<file path="src/rtl/irq_ctrl_pkg.sv">
package irq_ctrl_pkg;
    localparam logic [7:0] OFF_VIEW0 = 8'h00;
    localparam logic [7:0] OFF_VIEW1 = 8'h04;
    localparam logic [7:0] OFF_ROUTE = 8'h20;
    localparam logic [7:0] OFF_RAW   = 8'h30;
    localparam logic [7:0] OFF_ENSET = 8'h34;
    localparam logic [7:0] OFF_ENCLR = 8'h38;
endpackage

</file>
<file path="src/rtl/irq_level_sync.sv">
module irq_level_sync #(
    parameter int WIDTH  = 32,
    parameter int STAGES = 2
) (
    input  logic             clk,
    input  logic             rst_n,
    input  logic [WIDTH-1:0] async_in,
    output logic [WIDTH-1:0] sync_out
);
    logic [STAGES-1:0][WIDTH-1:0] stg_d, stg_q;

    always_comb begin
        stg_d[0] = async_in;
        for (int s = 1; s < STAGES; s++) begin
            stg_d[s] = stg_q[s-1];
        end
    end

    always_ff @(posedge clk or negedge rst_n) begin
        if (!rst_n) stg_q <= '0;
        else        stg_q <= stg_d;
    end

    assign sync_out = stg_q[STAGES-1];
endmodule

</file>
<file path="src/rtl/irq_ctl_regs.sv">
module irq_ctl_regs
    import irq_ctrl_pkg::*;
#(
    parameter int NUM_SRC = 32,
    parameter int ADDR_W  = 8
) (
    input  logic               clk,
    input  logic               rst_n,
    input  logic               wr_en,
    input  logic [ADDR_W-1:0]  wr_addr,
    input  logic [NUM_SRC-1:0] wr_data,
    output logic [NUM_SRC-1:0] en_q,
    output logic [NUM_SRC-1:0] route_q
);
    typedef struct packed {
        logic [NUM_SRC-1:0] en;
        logic [NUM_SRC-1:0] route;
    } ctl_t;

    ctl_t ctl_d, ctl_q;

    always_comb begin
        ctl_d = ctl_q;
        if (wr_en) begin
            if (wr_addr == ADDR_W'(OFF_ENSET)) ctl_d.en    = ctl_q.en | wr_data;
            if (wr_addr == ADDR_W'(OFF_ENCLR)) ctl_d.en    = ctl_q.en & ~wr_data;
            if (wr_addr == ADDR_W'(OFF_ROUTE)) ctl_d.route = wr_data;
        end
    end

    always_ff @(posedge clk or negedge rst_n) begin
        if (!rst_n) ctl_q <= '0;
        else        ctl_q <= ctl_d;
    end

    assign en_q    = ctl_q.en;
    assign route_q = ctl_q.route;
endmodule

</file>
<file path="src/rtl/irq_route_mask.sv">
module irq_route_mask #(
    parameter int NUM_SRC = 32
) (
    input  logic [NUM_SRC-1:0] raw,
    input  logic [NUM_SRC-1:0] en,
    input  logic [NUM_SRC-1:0] route,
    output logic [NUM_SRC-1:0] view0,
    output logic [NUM_SRC-1:0] view1,
    output logic               line0,
    output logic               line1
);
    localparam int GATE_BIT = NUM_SRC - 1;

    logic [NUM_SRC-1:0] live;

    always_comb begin
        live  = (raw & en) & {NUM_SRC{en[GATE_BIT]}};
        view0 = live & ~route;
        view1 = live & route;
        line0 = |view0;
        line1 = |view1;
    end
endmodule

</file>
<file path="src/rtl/irq_low_index.sv">
module irq_low_index #(
    parameter int NUM_SRC = 32,
    localparam int IDX_W  = $clog2(NUM_SRC)
) (
    input  logic [NUM_SRC-1:0] pend,
    output logic [IDX_W-1:0]   idx,
    output logic               valid
);
    always_comb begin
        idx   = '0;
        valid = 1'b0;
        for (int i = NUM_SRC - 1; i >= 0; i--) begin
            if (pend[i]) begin
                idx   = IDX_W'(i);
                valid = 1'b1;
            end
        end
    end
endmodule

</file>
<file path="src/rtl/dual_line_irq_ctrl.sv">
module dual_line_irq_ctrl
    import irq_ctrl_pkg::*;
#(
    parameter int NUM_SRC     = 32,
    parameter int SYNC_STAGES = 2,
    parameter int ADDR_W      = 8
) (
    input  logic                       clk,
    input  logic                       rst_n,
    input  logic [NUM_SRC-1:0]         src_level,
    input  logic [ADDR_W-1:0]          bus_addr,
    input  logic                       bus_we,
    input  logic [NUM_SRC-1:0]         bus_wdata,
    output logic [NUM_SRC-1:0]         bus_rdata,
    output logic                       irq_line0,
    output logic                       irq_line1,
    output logic [$clog2(NUM_SRC)-1:0] low_idx,
    output logic                       low_valid
);
    logic [NUM_SRC-1:0] raw_q, en_q, type_q, view0, view1;

    irq_level_sync #(.WIDTH(NUM_SRC), .STAGES(SYNC_STAGES)) u_sync (
        .clk(clk), .rst_n(rst_n), .async_in(src_level), .sync_out(raw_q)
    );

    irq_ctl_regs #(.NUM_SRC(NUM_SRC), .ADDR_W(ADDR_W)) u_regs (
        .clk(clk), .rst_n(rst_n), .wr_en(bus_we), .wr_addr(bus_addr),
        .wr_data(bus_wdata), .en_q(en_q), .route_q(type_q)
    );

    irq_route_mask #(.NUM_SRC(NUM_SRC)) u_mask (
        .raw(raw_q), .en(en_q), .route(type_q),
        .view0(view0), .view1(view1), .line0(irq_line0), .line1(irq_line1)
    );

    irq_low_index #(.NUM_SRC(NUM_SRC)) u_low (
        .pend(view0), .idx(low_idx), .valid(low_valid)
    );

    always_comb begin
        bus_rdata = '0;
        if      (bus_addr == ADDR_W'(OFF_VIEW0)) bus_rdata = view0;
        else if (bus_addr == ADDR_W'(OFF_VIEW1)) bus_rdata = view1;
        else if (bus_addr == ADDR_W'(OFF_ROUTE)) bus_rdata = type_q;
        else if (bus_addr == ADDR_W'(OFF_RAW))   bus_rdata = raw_q;
        else if (bus_addr == ADDR_W'(OFF_ENSET) ||
                 bus_addr == ADDR_W'(OFF_ENCLR)) bus_rdata = en_q;
    end
endmodule

</file>
<file path="config.mk">
export PLATFORM = sky130hd
export DESIGN_NAME = dual_line_irq_ctrl
export DESIGN_NICKNAME = d
export VERILOG_FILES = /design/src/rtl/irq_ctrl_pkg.sv /design/src/rtl/irq_level_sync.sv /design/src/rtl/irq_ctl_regs.sv /design/src/rtl/irq_route_mask.sv /design/src/rtl/irq_low_index.sv /design/src/rtl/dual_line_irq_ctrl.sv
export SDC_FILE = /design/constraint.sdc
export NUM_CORES = 1
export LEC_CHECK = 0
export BUFFER_PORTS_ARGS = -buffer_cell sky130_fd_sc_hd__buf_2
export CAP_MARGIN = 20
export CORE_MARGIN = 2
export CORE_UTILIZATION = 40
export CTS_CLUSTER_DIAMETER = 100
export DETAILED_ROUTE_END_ITERATION = 8
export PLACE_DENSITY = 0.57
export SETUP_SLACK_MARGIN = 0.05
export SLEW_MARGIN = 20
export SYNTH_ARGS = -nofsm -noshare
export SYNTH_HDL_FRONTEND = slang
export SYNTH_SLANG_ARGS = --single-unit
</file>
<file path="constraint.sdc">
create_clock -name clk -period 2.62 [get_ports clk]
set_input_delay 0.655 -clock clk [delete_from_list [all_inputs] [get_ports clk]]
set_output_delay 0.655 -clock clk [all_outputs]
set_load 0.02 [all_outputs]
</file>
# Word level (Yosys, flattened, before mapping)
# Cells that the tools add are included.
# Widths: inputs -> output; s select.
word_totals:
  in_bits: 75
  reg_bits: 128
  wordCells: 95
classes:
  bitwise: 8
  mux: 71
  n_eq_ne: 5
  reduce_logical: 7
ops:
  columns: ["operator", "count"]
  rows:
  - ["$mux 32", 7]
  - ["$and 32x32->32", 5]
  - ["$mux 5", 32]
  - ["$not 32->32", 2]
  - ["$reduce_or 32->1", 2]
  - ["$eq 8x6->1 const B", 4]
  - ["$mux 1", 32]
  - ["$or 32x32->32", 1]
  - ["$eq 8x3->1 const B", 1]
  - ["$logic_not 8->1", 1]
  - ["$reduce_and 2->1", 2]
  - ["$reduce_bool 2->1", 1]
  - ["$logic_or 1x1->1", 1]

# Longest topological paths before layout
# Gate-level depths: netlist of the first run.
depth:
  depth_word: 35
  mapped_depth: 8
  depth_no_buf: 5

# By module
# A second synthesis of the first run with hierarchy kept.
hier_totals:
  cells_unflattened: 654
  hier_area_um2: 7098.1
modules_own_cells:
  columns: ["module", "seq_area_each_um2", "instances", "area_each_um2", "cells_per_inst"]
  rows:
  - ["irq_ctl_regs", 1601.5, 1, 2906.5, 220]
  - ["irq_level_sync", 1601.5, 1, 1601.5, 64]
  - ["dual_line_irq_ctrl", 0.0, 1, 1312.5, 178]
  - ["irq_route_mask", 0.0, 1, 907.1, 127]
  - ["irq_low_index", 0.0, 1, 370.4, 65]

# Worst setup path after synthesis of the first run
# No wires, ideal clock.
synth_path:
  path_kind: "input port to output port"
  from: "input port bus_addr[7]"
  to: "output port bus_rdata[1]"
  arrival_ns: 2.100
  slack_ns: -0.135
  stages: 7
  path_buffers: 3
  cell_sequence: "nor2_1 and4bb_1 buf_2 buf_2 buf_2 a31oi_1 o21ai_0"
synth_via:
  elab_chain_cells: 7
synth_lines:
  columns: ["element", "line_no", "text"]
  rows:
  - ["start: declaration", "dual_line_irq_ctrl.sv:11", "input logic [ADDR_W-1:0] bus_addr,"]
  - ["$eq 8x6->1, on equally long branches", "dual_line_irq_ctrl.sv:46, dual_line_irq_ctrl.sv:47", null]
  - ["$logic_or 1x1->1", "dual_line_irq_ctrl.sv:46", "else if (bus_addr == ADDR_W'(OFF_ENSET) ||"]
  - ["$mux 32", "dual_line_irq_ctrl.sv:46", null]
  - ["$mux 32", "dual_line_irq_ctrl.sv:45", "else if (bus_addr == ADDR_W'(OFF_RAW)) bus_rdata = raw_q;"]
  - ["$mux 32", "dual_line_irq_ctrl.sv:44", "else if (bus_addr == ADDR_W'(OFF_ROUTE)) bus_rdata = type_q;"]
  - ["$mux 32", "dual_line_irq_ctrl.sv:43", "else if (bus_addr == ADDR_W'(OFF_VIEW1)) bus_rdata = view1;"]
  - ["$mux 32 (*)", "dual_line_irq_ctrl.sv:42", "if (bus_addr == ADDR_W'(OFF_VIEW0)) bus_rdata = view0;"]
  - ["end: declaration", "dual_line_irq_ctrl.sv:14", "output logic [NUM_SRC-1:0] bus_rdata,"]
# Every way passes the cells marked *; elsewhere a longest branch is shown, timed or not.

# Worst setup path after layout of the first run
layout_path:
  from: "register u_sync.stg_q, in the netlist u_sync.sync_out[27]"
  to: "output port irq_line1"
layout_via:
  elab_chain_cells: 4
layout_lines:
  columns: ["element", "line_no", "text"]
  rows:
  - ["start: declaration", "irq_level_sync.sv:10", "logic [STAGES-1:0][WIDTH-1:0] stg_d, stg_q;"]
  - ["start signal: assignment", "irq_level_sync.sv:21", "else stg_q <= stg_d;"]
  - ["$and 32x32->32 (2 in a row)", "irq_route_mask.sv:17", "live = (raw & en) & {NUM_SRC{en[GATE_BIT]}};"]
  - ["$and 32x32->32", "irq_route_mask.sv:19", "view1 = live & route;"]
  - ["$reduce_or 32->1", "irq_route_mask.sv:21", "line1 = |view1;"]
  - ["end: declaration", "dual_line_irq_ctrl.sv:16", "output logic irq_line1,"]
# No other way between the ends.

==> results of run 1 <==
-- what timing repair did --
action / 4_1_cts / 5_1_grt
setup endpoints to repair: 40 / 40
gates resized for setup: 244 / 61
buffers inserted: 29 / 15
hold buffers: 0 / 0
gates cloned: 7 / 1
pin swaps: 70 / 42
-- power by group through the flow --
stage / logic [mW] / clock network (mW) / registers (mW)
6_report: 0.690 / 2.41 / 2.20
5_1_grt: 0.740 / 2.53 / 2.21
4_1_cts: 0.661 / 2.44 / 2.19
3_5_place_dp: 0.539 / 0 / 2.22
3_3_place_gp: 0.526 / 0 / 2.21
2_1_floorplan: 0.212 / 0 / 2.21
-- logic make-up (layout without fill, tap and decap cells) --
logic type	count (synthesis)	in the layout	synth area share, %
simple gates	213	213	18.7
compound gates	179	179	18.1
flops	128	128	51.0
buf+inv	44	325	3.64
mux	38	38	8.50
xor+xnor	1	1	0.139
-- metrics by stage --
stage	hold WS, ns	cells
6_report	0.283	1095
3_5_place_dp	0.335	1018
5_1_grt	0.318	1095
3_3_place_gp	0.331	1018
4_1_cts	0.321	1085
2_1_floorplan	0.331	603
-- layout by cell type, fill, tap and decap left out, drive strengths merged, types with 3 or more instances in the layout --
| cell | count |
|---|---|
| mux2i | 5 |
| nor2b | 4 |
| nand4b | 18 |
| nand3 | 27 |
| nand2b | 3 |
| a221o | 4 |
| a221oi | 9 |
| dfrtp | 128 |
| nand4 | 18 |
| a211oi | 3 |
| mux2 | 33 |
| o2111ai | 4 |
| buf | 285 |
| clkinv | 6 |
| a222oi | 10 |
| nor3 | 3 |
| nor2 | 30 |
| nand2 | 75 |
| inv | 9 |
| a31oi | 37 |
| clkbuf | 21 |
| a22oi | 8 |
| and4b | 15 |
| o21ai | 42 |
| nor4 | 4 |
| or3 | 3 |
| a21oi | 47 |
-- area by class of cell --
class / instances / area [sq um] / share of cell area (%)
Clock buffer: 21 / 480 / 4.79
Timing Repair Buffer: 285 / 2520 / 25.1
Sequential cell: 128 / 3200 / 31.9
Clock inverter: 11 / 129 / 1.28
Tap cell: 211 / 264 / 2.63
Inverter: 8 / 30.0 / 0.299
Multi-Input combinational cell: 431 / 3410 / 34.0
-- routing by layer --
layer	part of all wire [%]	vias up	global-route usage, %
met5	0	-	0
met4	3.3	0	10.6
met3	8.6	52	7.64
met2	47	324	44.4
met1	41	3161	36.3
li1	-	2851	-
-- worst paths after layout --
path	start	endpoint	slack, ns	depth (start not counted)
min in group clk	src_level[5]	u_sync.stg_d[37]	0.33	1
setup / recovery	u_sync.sync_out[27]	irq_line1	-0.47	7
hold reg to reg	u_sync.stg_d[48]	u_sync.sync_out[16]	0.35	0
setup reg to reg	register	register	1.65	3
hold / removal	rst_n	u_sync.stg_d[61]	0.28	2
max in group asynchronous	rst_n	async pin	1.71	2
==> metrics.txt, run 1 <==
status finished with violations; failing checks negative setup slack; H-tree depth reported by CTS 4; Inserted Diodes 0; endpoint class of the critical path output pin; Die Span X 129 um; Residual DRC 0; WP data arrival between 2 and 2.5 ns; grt total ovfl 0; HP Class in2async; ys flop type dfrtp_1; Worst Max-Slew Pin Slew about 0.76 ns; unrepaired setup endpoints after global routing yes; internal power between 3 and 4 mW; Rows 45; cell family with most CP delay compound AO/OA/AOI/OAI gates; Die Area between 0.015 and 0.02 sq mm; share of cells above drive strength 1 just over 50%; worst setup margin -0.470 ns; Worst Skew 0.00512 ns; port buffer count 114; Max-slew headroom about half; top post-synthesis cells by count dfrtp_1, nand2_1, a21oi_1, o21ai_0, a31oi_1; Sw Pwr approximately 1.3 mW; global-route wire length before repair approximately 35,000 um; Final ANT Viol Nets 0; Slew Viols, Final 0; clock sink count roughly 130; Max VDD drop between 0.6 and 0.7 mV; Final Cell Area 0.0100 sq mm; CP Data Required Time between 1.5 and 2 ns; MaxCap Viol Count 0; clock buffer depth 2; synthesis-to-layout area growth 59.6%; Final nets approximately 950; crit path time final ~3.1 ns; Die Ht ~130 um; fin crit share 118%; io pins ~120; most frequent cell after synthesis dfrtp_1; Synth top area share between 50 and 60%; slowest CP cell or4_4; PD cells ~530 mW/mm^2; Synth area leader dfrtp_1; post-synthesis sequential area ratio 51.0%; Routed WL 23,200 um; top post-synthesis cells by area dfrtp_1, mux2_4, nand2_1, a21oi_1, a31oi_1; worst-skew pair later-pin latency roughly 0.42 ns; CTS Buf Count 17; CTS tree built; Worst path max stage delay ~0.52 ns; Post-Place Setup Slack -0.271 ns; DR vias ~6,400; CP Cell Sequence a32oi_1 -> buf_4 -> nand3_2 -> or4_4 -> a2111oi_4 -> o2111ai_2 -> buf_6; Startpoint Class register; Detailed Route Iter0 Violations between 600 and 700; Yosys reg bits about 130; Yosys warning count 0; dpl cell area around 0.0080 sq mm; Unique masters post-synth 56; number of global-route vias before repair 6,269; CP bufs+invs 2; Root Driver clkbuf_16; Syn Inst Count roughly 600; Core Region ~0.015 sq mm; largest net degree at the start of global routing around 130; Fin. Hold Viols 0; initial antenna violation count 0; final setup fails 40; syn nets ~680; last weighted congestion value of the routability-driven placer between 0.9 and 1; Sw Ratio roughly 25%; fill count 1,197; final core occ between 60% and 70%; GRT Total Usage 27.8%; sequential power share between 40% and 50%; CTS clk-pin slew, worst paths roughly 0.060 ns; Max FO, Critical Path 2; asr flop ratio synth 100%; combinational power share 13.0%; power share of the clock group 45.5%; Final Power 5.29 mW; First-pass DRT Iterations 6; WL per Instance approximately 21 um; syn avg cell area 10.4 sq um; max frequency roughly 320 MHz; Via density 5.83; Crit Path Class reg2out; P_leak around 4.7 nW; number of synthesized flops with an enable pin 0; TNS Setup -8.81 ns; Post-Syn Area 0.00629 sq mm; Initial Util approximately 41%; hpwl dp between 10,000 and 15,000 um
No activity file was read; power rests on OpenSTA's default activity.
==> inputs of run 2 (changes only) <==
- ABC_AREA: not set -> 1
- PLACE_DENSITY: 0.57 -> 0.59
- clock period: 2.62 -> 2.7 ns (I/O delays scaled with it)
==> run 2 against run 1 <==
The run still ends with negative setup slack left. Register-to-register slack worse by 0.07 ns. First-iteration DRC count down 23%. Clock skew down 0.0022 ns. Sequential share of layout area up 1.1 points. Synthesized area down 5.3%. Worst setup slack worse by 0.41 ns. Final area down 3.2%. Wire length down 7.0%. Critical endpoint is now low_idx[0].
==> metrics.txt, run 2 <==
largest net degree at the start of global routing 78 (was 129); port buffer count 114 (unchanged); grt total ovfl 0 (unchanged); Met1 Routed Length 8520 um (was 9630 um); last weighted congestion value of the routability-driven placer 0.897 (was 0.980); commonest non-fill, non-tap cells in the layout nand2_1, dfrtp_1, buf_4, nor2_1, buf_2 (was dfrtp_1, buf_4, buf_6, buf_2, nand2_1); failing checks negative setup slack (unchanged); Slew Viols, Final 0 (unchanged); crit path time final between 3 and 4 ns; CTS Buf Count 17 (unchanged); PD cells 492 mW/mm^2 (was 528 mW/mm^2); Startpoint Class register (unchanged); CTS clk-pin slew, worst paths 0.05 ns (was 0.06 ns); unrepaired setup endpoints after global routing yes (unchanged); adder-cell share of the synthesized area 0% (unchanged); area occupied by registers 0.00320 sq mm (unchanged); io pins 115 (unchanged); WP data arrival 2.90 ns (was 2.43 ns); final core occ 66.8% (was 65.7%); top post-synthesis cells by area dfrtp_1, nand2_1, nor2_1, inv_1, nand3_1 (was dfrtp_1, mux2_4, nand2_1, a21oi_1, a31oi_1); Synth Area in Simple Gates 25.7% (was 18.7%); XOR/XNOR Fraction of Synth Area 0% (was 0.139%); mux share of post-synthesis cell area 0% (was 8.50%); slowest CP cell dfrtp_2 (was or4_4); Initial Util 41.0% (was 41.2%); Crit Path Class reg2out (unchanged); Core Region 0.0145 sq mm (was 0.0153 sq mm); CP bufs+invs 3 (was 2); Residual DRC 0 (unchanged); WL per Instance 18.5 um (was 21.2 um); global-route wire length before repair 32,300 um (was 34,700 um); clock sink count 128 (unchanged); worst setup margin -0.878 ns (was -0.470 ns); Synth top area share 53.8% (was 51.0%); fin crit share 133%; endpoint class of the critical path output pin (unchanged); Fin. Hold Viols 0 (unchanged); Final nets 1,047 (was 946); Cell Count, Final, Fillers Out 1,168 (was 1,095); worst hold margin 0.274 ns (was 0.283 ns); DR WL met2 10,900 um (was 10,800 um); Synth area leader dfrtp_1 (unchanged); CTS tree built (unchanged); Max-slew headroom 49.9% (was 49.0%); final setup fails 40 (unchanged); share of cells above drive strength 1 43.4% (was 51.8%); Final ANT Viol Nets 0 (unchanged); Max FO, Critical Path 8 (was 2); Routed WL 21,600 um (was 23,200 um); Max VDD drop 0.471 mV (was 0.653 mV); Worst path max stage delay 0.49 ns (was 0.52 ns); First-pass DRT Iterations 5 (was 6); Die Area 0.0159 sq mm (was 0.0167 sq mm); cell family with most CP delay simple AND/OR/NAND/NOR gates (was compound AO/OA/AOI/OAI gates); H-tree depth reported by CTS 4 (unchanged); Root Driver clkbuf_16 (unchanged); Die Ht 126 um (was 129 um); GRT Total Usage 26.3% (was 27.8%); hpwl dp 12,200 um (was 14,600 um); top layer in use met4 (unchanged); max frequency between 200 and 300 MHz; syn nets 811 (was 678); synthesis-to-layout area growth 63.1% (was 59.6%); number of synthesized flops with an enable pin 0 (unchanged); DR vias 6,330 (was 6,388); syn avg cell area 8.09 sq um (was 10.4 sq um); Inserted Diodes 0 (unchanged); placed cells 1,098 (was 1,018); number of global-route vias before repair 6,370 (was 6,269); clock buffer depth 2 (unchanged); worst-skew pair later-pin latency 0.42 ns (about the same); status finished with violations (unchanged); post-synthesis sequential area ratio 53.8% (was 51.0%); commonest non-fill, non-tap cell in the layout nand2_1 (was dfrtp_1); MaxCap Viol Count 0 (unchanged); Worst Max-Slew Pin Slew 0.752 ns (was 0.765 ns); most frequent cell after synthesis nand2_1 (was dfrtp_1); P_leak 4.61 nW (was 4.75 nW); CP Data Required Time 2.03 ns (was 1.97 ns); Rows 44 (was 45); initial antenna violation count 0 (unchanged); Via density 5.42 (was 5.83); main combinational cell family by area after synthesis simple AND/OR/NAND/NOR gates (unchanged); CP most frequent cell nand2_1; met3 WL 1390 um (was 2000 um); Synth Area in Compound Gates 13.8% (was 18.1%); fill count 1,127 (was 1,197); Post-Syn Area 0.00595 sq mm (was 0.00629 sq mm); Syn Inst Count 736 (was 603); top post-synthesis cells by count nand2_1, nor2_1, dfrtp_1, inv_1, nand3_1 (was dfrtp_1, nand2_1, a21oi_1, o21ai_0, a31oi_1); area of the multi-input gates 0.00326 sq mm (was 0.00341 sq mm); Post-Place Setup Slack -0.635 ns (was -0.271 ns); asr flop ratio synth 100% (unchanged); Detailed Route Iter0 Violations 483 (was 627); Die Span X 126 um (was 129 um); Yosys warning count 0 (unchanged); Unique masters post-synth 25 (was 56); ys flop type dfrtp_1 (unchanged); Yosys reg bits 128 (unchanged); HP Class in2async (unchanged); Worst Skew 0.00289 ns (was 0.00512 ns)
## run 2: cells by family after synthesis
| group | count (synthesis) |
|---|---|
| buffers and inverters | 103 |
| and+or+nand+nor | 374 |
| AOI/OAI and AO/OA | 131 |
| DFF | 128 |
## run 2: through the flow
step / instance area (sq um) / total power [mW] / TNS [ns]
final: 9710 / 4.78 / -9.78
after global routing: 9710 / 4.95 / -12.83
after CTS: 9110 / 4.75 / -7.44
after detailed placement: 7470 / 2.44 / -8.28
after global placement: 7470 / 2.42 / -7.34
after floorplan: 6000 / 2.24 / -0.0315
## run 2: repair_timing
item	CTS	global route
setup endpoints to repair	40	40
buffers inserted	21	21
gates resized for setup	212	100
hold buffers	0	0
pin swaps	45	62
gates cloned	4	2
## run 2: final timing paths
path / depth (start not counted) / to / slack, ns / startpoint
hold / removal: 2 / u_sync.stg_d[62] / 0.27 / rst_n
min in group clk: 0 / u_sync.sync_out[22] / 0.34 / u_sync.stg_d[54]
max in group asynchronous: 2 / u_sync.stg_d[49] / 1.85 / rst_n
setup reg to reg: 4 / register / 1.58 / register
hold reg to reg: 0 / u_sync.sync_out[22] / 0.34 / u_sync.stg_d[54]
setup / recovery: 30 / low_idx[0] / -0.88 / register
## run 2: report_power, final
group	total, mW	internal [mW]	switching, mW	leakage (nW)
combinational	0.409	0.188	0.222	2.86
sequential	2.15	2.04	0.112	1.47
clock	2.22	1.40	0.826	0.279
## run 2: cell type report
type                       count  share of cell area (%)
tap                          184                    2.37
clock buffer                  21                    4.74
sequential                   128                    33.0
inverter                      73                    2.90
timing repair buffer         247                    22.3
multi-input combinational    505                    33.5
clock inverter                10                    1.16
## run 2: layer usage
| layer | global-route usage [%] | up-vias |
|---|---|---|
| li1 | - | 2923 |
| met1 | 32.5 | 3055 |
| met2 | 43.3 | 289 |
| met3 | 6.71 | 63 |
| met4 | 12.1 | 0 |
| met5 | 0 | - |
==> inputs of run 3 (changes only) <==
- MAX_ROUTING_LAYER: not set -> met4
==> run 3 against run 2 <==
The flow still finishes with violations (negative setup slack). Worst hold slack gained 0.026 ns. Final area increased by 4.6%. Clock-buffer cell count decreased by 1. Final cell count up 0.68%. Die area did not move. Clock skew down 0.0012 ns. Flip-flop and latch count is the same. Wire length rose by 3.9%. Largest power group unchanged.
==> metrics.txt, run 3 (synthesis gave the netlist of run 2 again) <==
P_leak 4.67 nW (was 4.61 nW); dpl cell area 0.00746 sq mm (was 0.00747 sq mm); Max VDD drop 0.449 mV (was 0.471 mV); status finished with violations (unchanged); Die Area 0.0159 sq mm (unchanged); H-tree depth reported by CTS 4 (unchanged); Final nets 1,056 (was 1,047); endpoint class of the critical path output pin (unchanged); Root Driver clkbuf_16 (unchanged); Core Region 0.0145 sq mm (unchanged); unrepaired setup endpoints after global routing yes (unchanged); CP Data Required Time 2.03 ns (about the same); Routed WL 22,400 um (was 21,600 um); Crit Path Class reg2out (unchanged); WP data arrival 2.99 ns (was 2.90 ns); final core occ 69.9% (was 66.8%); grt total ovfl 0 (unchanged); CP Cell Sequence buf_12 -> buf_8 -> buf_6 -> buf_6 -> buf_6 -> buf_6 -> nand3_4 -> nor2_1 -> nor4_2 -> buf_4 -> nand4_1 -> or3_4 -> buf_6; io pins 115 (unchanged); worst-skew pair later-pin latency 0.43 ns (was 0.42 ns); r2r setup slk 1.33 ns (was 1.58 ns); Residual DRC 0 (unchanged); Inserted Diodes 0 (unchanged); fin crit share 136% (was 133%); HP Class in2async (unchanged); number of global-route vias before repair 6,439 (was 6,370); Worst Skew 0.00173 ns (was 0.00289 ns); last weighted congestion value of the routability-driven placer 0.903 (was 0.897); Slew Viols, Final 0 (unchanged); commonest non-fill, non-tap cells in the layout nand2_1, dfrtp_1, buf_4, nor2_1, buf_2 (unchanged); post-cts hold buffer count 0 (unchanged); commonest non-fill, non-tap cell in the layout nand2_1 (unchanged); Worst Max-Slew Pin Slew 0.766 ns (was 0.752 ns); GRT Total Usage 27.7% (was 26.3%); Rows 44 (unchanged); synthesis-to-layout area growth 70.6% (was 63.1%); Die Ht 126 um (unchanged); Via density 5.49 (was 5.42); crit path time final 3.66 ns (was 3.58 ns); WL per Instance 19.1 um (was 18.5 um); slowest CP cell dfrtp_2 (unchanged); largest net degree at the start of global routing 129 (was 78); Post-Place Setup Slack -0.630 ns (was -0.635 ns); max frequency 273 MHz (was 280 MHz); Worst R2R Path Depth 7 (was 4); Worst path max stage delay 0.49 ns (about the same); MaxCap Viol Count 0 (unchanged); clock buffer depth 2 (unchanged); worst setup margin -0.962 ns (was -0.878 ns); Final ANT Viol Nets 0 (unchanged); Final Cell Area 0.0102 sq mm (was 0.00971 sq mm); Startpoint Class register (unchanged); First-pass DRT Iterations 7 (was 5); CTS clk-pin slew, worst paths 0.06 ns (was 0.05 ns); Max-slew headroom 48.9% (was 49.9%); Fin. Hold Viols 0 (unchanged); clock sink count 128 (unchanged); cell family with most CP delay buffers and inverters (was simple AND/OR/NAND/NOR gates); hpwl dp 12,100 um (was 12,200 um); CTS Buf Count 17 (unchanged); Die Span X 126 um (unchanged); port buffer count 114 (unchanged); CP most frequent cell buf_6 (was nand2_1); TNS Setup -12.43 ns (was -9.78 ns); Detailed Route Iter0 Violations 473 (was 483); PD cells 481 mW/mm^2 (was 492 mW/mm^2); failing checks negative setup slack (unchanged); initial antenna violation count 0 (unchanged); share of cells above drive strength 1 48.2% (was 43.4%); global-route wire length before repair 33,000 um (was 32,300 um); final setup fails 40 (unchanged); CP bufs+invs 8 (was 3); Initial Util 41.0% (unchanged); Max FO, Critical Path 6 (was 8); DR vias 6,457 (was 6,330); CTS tree built (unchanged)
==> run 3: cell count changes in the layout (fill, tap and decap cells not counted), sizes merged <==
cell,before,now
buf,245,256
clkbuf,23,20
==> run 3: metrics by stage <==
step	power [mW]	hold slack, ns	instances
floorplan	2.24	0.331	736
global placement	2.43	0.332	1095
detailed placement	2.44	0.335	1095
CTS	4.83	0.339	1163
global route	5.05	0.328	1176
finish	4.89	0.300	1176
==> run 3: worst max-delay path by stage <==
| stage | endpoint | slack, ns | depth (start not counted) | start |
|---|---|---|---|---|
| 6_report | irq_line1 | -0.96 | 13 | register |
| 2_1_floorplan | low_idx[0] | -0.03 | 32 | register |
| 3_5_place_dp | low_idx[0] | -0.63 | 31 | register |
| 4_1_cts | low_idx[0] | -0.83 | 33 | register |
| 3_3_place_gp | low_idx[0] | -0.57 | 31 | register |
| 5_1_grt | low_idx[0] | -1.22 | 30 | register |
==> run 3: where the power goes <==
part / switching, mW / internal [mW] / leakage [nW]
Combinational: 0.243 / 0.210 / 2.92
Sequential: 0.124 / 2.04 / 1.47
Clock: 0.862 / 1.41 / 0.284
==> run 3: layout make-up <==
type                       instances  area (sq um)
clock buffer                      20           467
clock inverter                    10           113
fill                            1052          4380
inverter                          73           282
multi-input combinational        505          3580
sequential                       128          3200
tap                              184           230
timing repair buffer             256          2280
==> run 3: layer usage <==
metal / GRT usage (%) / share of wire (%) / vias up
met4: 10.5 / 2.6 / 0
met5: - / 0 / -
met1: 34.5 / 41 / 3168
met3: 7.48 / 6.6 / 63
met2: 43.4 / 50 / 287
li1: - / - / 2939
==> run 3: repair_timing <==
item                                    in CTS  in global routing
gates cloned                                 7                  0
endpoints found under the setup margin      40                 40
gates resized for setup                    257                145
pin swaps                                   55                 61
buffers inserted                            32                 18
